**src/rtl/pkp_pkg.sv**
```systemverilog
package pkp_pkg;
    localparam int CH_W       = 8;
    localparam int PIX_W      = 4 * CH_W;
    localparam int PK_CH_W    = 5;
    localparam int PK_W       = 3 * PK_CH_W + 1;
    localparam logic [CH_W-1:0] ALPHA_HALF = 8'h40;

    typedef logic [CH_W-1:0] chan_t;

    typedef struct packed {
        chan_t a;
        chan_t b;
        chan_t g;
        chan_t r;
    } rgba_t;

    typedef struct packed {
        chan_t t_half;
        chan_t t_clear;
    } thresh_t;

    typedef enum logic [1:0] {
        KEY_PASS  = 2'd0,
        KEY_HALF  = 2'd1,
        KEY_CLEAR = 2'd2
    } key_e;

    function automatic logic all_below(rgba_t p, chan_t t);
        return (p.r < t) && (p.g < t) && (p.b < t);
    endfunction

    function automatic thresh_t decode_thresh(logic [PIX_W-1:0] w);
        thresh_t t;
        t.t_clear = w[CH_W-1:0];
        t.t_half  = w[2*CH_W +: CH_W];
        return t;
    endfunction

    function automatic logic [PIX_W-1:0] pack16(rgba_t p);
        logic [PIX_W-1:0] o;
        o = '0;
        o[0*PK_CH_W +: PK_CH_W] = p.r[CH_W-1 -: PK_CH_W];
        o[1*PK_CH_W +: PK_CH_W] = p.g[CH_W-1 -: PK_CH_W];
        o[2*PK_CH_W +: PK_CH_W] = p.b[CH_W-1 -: PK_CH_W];
        o[PK_W-1]               = (p.a == ALPHA_HALF);
        return o;
    endfunction
endpackage

```
**src/rtl/pkp_thresh.sv**
```systemverilog
module pkp_thresh
    import pkp_pkg::*;
#(
    parameter int MB_PIXELS = 256,
    parameter int CNT_W     = $clog2(MB_PIXELS)
) (
    input  logic             clk,
    input  logic             rst,
    input  logic             cmd_we,
    input  logic [PIX_W-1:0] cmd_word,
    input  logic             px_take,
    output thresh_t          thr_act,
    output logic [CNT_W-1:0] mb_cnt
);
    localparam logic [CNT_W-1:0] LAST = CNT_W'(MB_PIXELS - 1);

    thresh_t thr_shadow;

    always_ff @(posedge clk) begin
        if (rst) begin
            thr_shadow <= '0;
        end else if (cmd_we) begin
            thr_shadow <= decode_thresh(cmd_word);
        end
    end

    // Active pair reloads only while no macroblock is partly accepted.
    always_ff @(posedge clk) begin
        if (rst) begin
            thr_act <= '0;
        end else if (mb_cnt == '0) begin
            thr_act <= thr_shadow;
        end
    end

    always_ff @(posedge clk) begin
        if (rst) begin
            mb_cnt <= '0;
        end else if (px_take) begin
            mb_cnt <= (mb_cnt == LAST) ? '0 : mb_cnt + 1'b1;
        end
    end
endmodule

```
**src/rtl/pkp_key.sv**
```systemverilog
module pkp_key
    import pkp_pkg::*;
(
    input  rgba_t            px_in,
    input  thresh_t          thr,
    input  logic             bias,
    input  logic             rgb16,
    output logic [PIX_W-1:0] px_out
);
    localparam logic [PIX_W-1:0] BIAS_MASK = {{CH_W{1'b0}}, {3{1'b1, {(CH_W-1){1'b0}}}}};

    key_e  kind;
    rgba_t keyed;
    rgba_t biased;

    always_comb begin
        if (all_below(px_in, thr.t_clear)) begin
            kind = KEY_CLEAR;
        end else if (all_below(px_in, thr.t_half)) begin
            kind = KEY_HALF;
        end else begin
            kind = KEY_PASS;
        end
    end

    always_comb begin
        keyed = px_in;
        case (kind)
            KEY_CLEAR: keyed = '0;
            KEY_HALF:  keyed.a = ALPHA_HALF;
            default:   keyed = px_in;
        endcase
    end

    always_comb begin
        biased = bias ? rgba_t'(keyed ^ BIAS_MASK) : keyed;
        px_out = rgb16 ? pack16(biased) : PIX_W'(biased);
    end
endmodule

```
**src/rtl/pix_key_pack.sv**
```systemverilog
module pix_key_pack
    import pkp_pkg::*;
#(
    parameter int MB_PIXELS = 256,
    localparam int CNT_W    = $clog2(MB_PIXELS)
) (
    input  logic        clk,
    input  logic        rst,
    input  logic        in_valid,
    output logic        in_ready,
    input  logic [31:0] in_pix,
    input  logic        thr_we,
    input  logic [31:0] thr_word,
    input  logic        mode_bias,
    input  logic        mode_rgb16,
    output logic        out_valid,
    input  logic        out_ready,
    output logic [31:0] out_pix
);
    thresh_t          thr_act;
    logic [CNT_W-1:0] mb_cnt;
    logic [PIX_W-1:0] px_next;
    logic             take;

    assign in_ready = !out_valid || out_ready;
    assign take     = in_valid && in_ready;

    pkp_thresh #(.MB_PIXELS(MB_PIXELS), .CNT_W(CNT_W)) u_thresh (
        .clk      (clk),
        .rst      (rst),
        .cmd_we   (thr_we),
        .cmd_word (thr_word),
        .px_take  (take),
        .thr_act  (thr_act),
        .mb_cnt   (mb_cnt)
    );

    pkp_key u_key (
        .px_in  (rgba_t'(in_pix)),
        .thr    (thr_act),
        .bias   (mode_bias),
        .rgb16  (mode_rgb16),
        .px_out (px_next)
    );

    always_ff @(posedge clk) begin
        if (rst) begin
            out_valid <= 1'b0;
            out_pix   <= '0;
        end else if (in_ready) begin
            out_valid <= in_valid;
            if (in_valid) begin
                out_pix <= px_next;
            end
        end
    end
endmodule

```
**config.mk**
```make
export PLATFORM = sky130hd
export DESIGN_NAME = pix_key_pack
export DESIGN_NICKNAME = d
export VERILOG_FILES = /design/src/rtl/pkp_pkg.sv /design/src/rtl/pkp_thresh.sv /design/src/rtl/pkp_key.sv /design/src/rtl/pix_key_pack.sv
export SDC_FILE = /design/constraint.sdc
export NUM_CORES = 1
export LEC_CHECK = 0
export ABC_AREA = 1
export BUFFER_PORTS_ARGS = -buffer_cell sky130_fd_sc_hd__buf_2
export CORE_MARGIN = 2
export CORE_UTILIZATION = 55
export CTS_CLUSTER_SIZE = 20
export DETAILED_ROUTE_END_ITERATION = 10
export GPL_TIMING_DRIVEN = 0
export PLACE_DENSITY = 0.83
export SLEW_MARGIN = 20
export SYNTH_ARGS = -nofsm -noshare
export SYNTH_HDL_FRONTEND = slang
export SYNTH_SLANG_ARGS = --single-unit
```
**constraint.sdc**
```tcl
create_clock -name clk -period 5.5 [get_ports clk]
set_clock_uncertainty 0.1 [all_clocks]
set_input_delay 1.1 -clock clk [delete_from_list [all_inputs] [get_ports clk]]
set_output_delay 1.1 -clock clk [all_outputs]
set_load 0.01 [all_outputs]
```
==> flow_summary.toml <==
[sta]
setup_tns_ns = 0
finalCriticalPeriod_ns = 2.648
fmax_ghz = 0.3777
postLayoutSetupSlackWorst_ns = 2.852
relSlewSlack_pct = 62.76
rsz0062_at_grt = "false"
tightest_slew_ns = 0.5585
setup_violations = 0
slew_viol_final = 0
hold_viol = 0
period_share_pct = 48.14

[detailed_routing]
via_per_inst = 5.114
drcViolationCount = 0
postRouteAntennaNets = 0
drtIter0Drc = 192
via_count = 3999
wirelength_mm = 10.16
drt-wirelength-per-cell_um = 12.99
firstDrtPassIters = 5

[cts]
cts_resized = 0
clk_path_buf_depth = 2
clkLatencyLatePin_ns = 0.35
clk_pin_slew_ns = 0.07
htree_levels = 3
cts_tree = "yes"
cts_setup_buffers = 0
cts_made_buffers = 9
cts_root_buf = "clkbuf_8"
ctsHoldBuffers = 0
cts_sinks = 73

[floorplanning]
dieArea_um2 = 8067
core_um2 = 7176
rows = 31
die_h_um = 89.82
initial_core_util_pct = 56.44
io_pins = 105
die_x_um = 89.82

[setup_path]
endpoint_kind = "primary output"
worstPathRequired_ns = 4.30
critical_path_class = "in -> out"
critPathArrivalTime_ns = 1.45
path_max_fanout = 3
cp-start-kind = "input port"

[grt]
antenna_found_initial = 0
grt_pass1_vias = 4010
grt_usage_pct = 25.95
grt_max_degree = 12
grt_pass1_wl_mm = 17.28
grt.overflow.total = 0

[hold_path]
min_path_type = "reg -> reg"

[cells_and_area]
layout-drive-gt1-share_pct = 18.74
antennaDiodeCount = 0
area_growth_pct = 18.63
nNetsFinal = 794

[placement]
io_buffers = 87
gp_congestion = 0.8770
hpwl_mm = 8.213
dp_slack_ns = 2.574

[power_and_ir_drop]
leakage_nw = 2.461
p_per_area_nw_per_um2 = 275.8
peakVddDrop_uv = 151.9

[synth]
ys_seq_elements = 73
ys_seq_area_share_pct = 36.08
ys_async_sr_fraction_pct = 0
synth_cell_types = 31
syn-cell-area_um2 = 4050
synth_nets = 696
syn_inst = 581
postSynthAreaPerCell_um2 = 6.971
synth_edf_count = 0
yosysWarnings = 0
synth_ff_type = "dfxtp_1"

[flow_run]
maxCapViolCount = 0

[run_status]
status = "finished, final reports clean"
-- layer usage --
layer / vias to the layer above / GRT usage (%) / wire length, um
met4: 0 / 13.08 / 257
met3: 27 / 5.616 / 752
met1: 1775 / 29.05 / 4112
met5: - / 0 / 0
met2: 143 / 46.46 / 5038
li1: 2054 / - / -
-- registers in the layout, indices dropped and copies added (netlist names) --
register,cells
out_pix,32
out_valid,1
u_thresh.mb_cnt,8
u_thresh.thr_act,16
u_thresh.thr_shadow,16
-- report_power, final --
| group | switching (mW) | total [mW] | internal, mW |
|---|---|---|---|
| combinational | 0.199 | 0.320 | 0.121 |
| clock | 0.190 | 0.420 | 0.230 |
| sequential | 0.0175 | 0.585 | 0.567 |
-- layout make-up --
| cell class | count | area [um2] |
|---|---|---|
| Timing Repair Buffer | 87 | 435.4 |
| Fill cell | 637 | 2371 |
| Buffer | 19 | 85.08 |
| Tap cell | 99 | 123.9 |
| Multi-Input combinational cell | 419 | 2241 |
| Sequential cell | 73 | 1461 |
| Clock inverter | 3 | 40.04 |
| Inverter | 70 | 262.8 |
| Clock buffer | 12 | 155.1 |
-- path summary, 6_finish.rpt --
kind / start / endpoint / slack, ns / cells past startpoint
setup / recovery: out_ready / in_ready / 2.85 / 4
hold / removal: out_pix[28] / out_pix[28] / 0.36 / 2
setup reg to reg: u_thresh.thr_act[7] / out_pix[14] / 3.39 / 14
hold reg to reg: out_pix[28] / out_pix[28] / 0.36 / 2
-- synth_stat cells, drive strengths merged, types with 2 or more instances --
master	number	share of area [%]
nor3	3	0.37
dfxtp	73	36
nor3b	2	0.37
or2	2	0.31
inv	70	6.5
nand2	175	17
a21oi	52	6.6
clkbuf	10	0.93
nor2	59	6.0
o21ai	39	4.9
ha	44	14
nand3	29	3.6
nand4	2	0.31
o211ai	4	0.74
buf	9	1.2
xor2	3	0.65
-- worst max-delay path: stages --
cell and delay [ns]:
buf_2 0.09, inv_1 0.05, nand2_2 0.06, buf_2 0.14
-- cells in the final DEF, fill, tap and decap left out, drive strengths merged, types with 2 or more instances in the layout --
| master | n |
|---|---|
| clkinv | 2 |
| nand2 | 175 |
| a21oi | 52 |
| or2 | 2 |
| o211ai | 4 |
| nor3b | 2 |
| dfxtp | 73 |
| nand4 | 2 |
| nand3 | 29 |
| ha | 44 |
| clkbuf | 22 |
| o21ai | 39 |
| xor2 | 3 |
| buf | 96 |
| nor3 | 3 |
| nor2 | 59 |
| inv | 70 |
-- cell families after synthesis --
logic type                 Yosys count  share of synthesized area [%]
AOI/OAI and AO/OA                   97                          12.64
xor gates and xnor gates             4                         0.8652
adders and majority gates           44                          13.59
buffers and inverters               89                          8.588
DFF                                 73                          36.08
and+or+nand+nor                    274                          28.24
-- stage by stage --
stage                     util [%]  std cells  power [mW]  hold slack (ns)  area, um2
final                        66.96        782       1.325           0.3646       4805
after global routing         66.96        782       1.398           0.3863       4805
after CTS                    66.96        782       1.325           0.3663       4805
after detailed placement     64.24        767      0.9148           0.3558       4609
after global placement       64.24        767      0.8970           0.3487       4609
after floorplan                  -        581      0.8115           0.3550       4050
No activity file was read; power rests on OpenSTA's default activity.
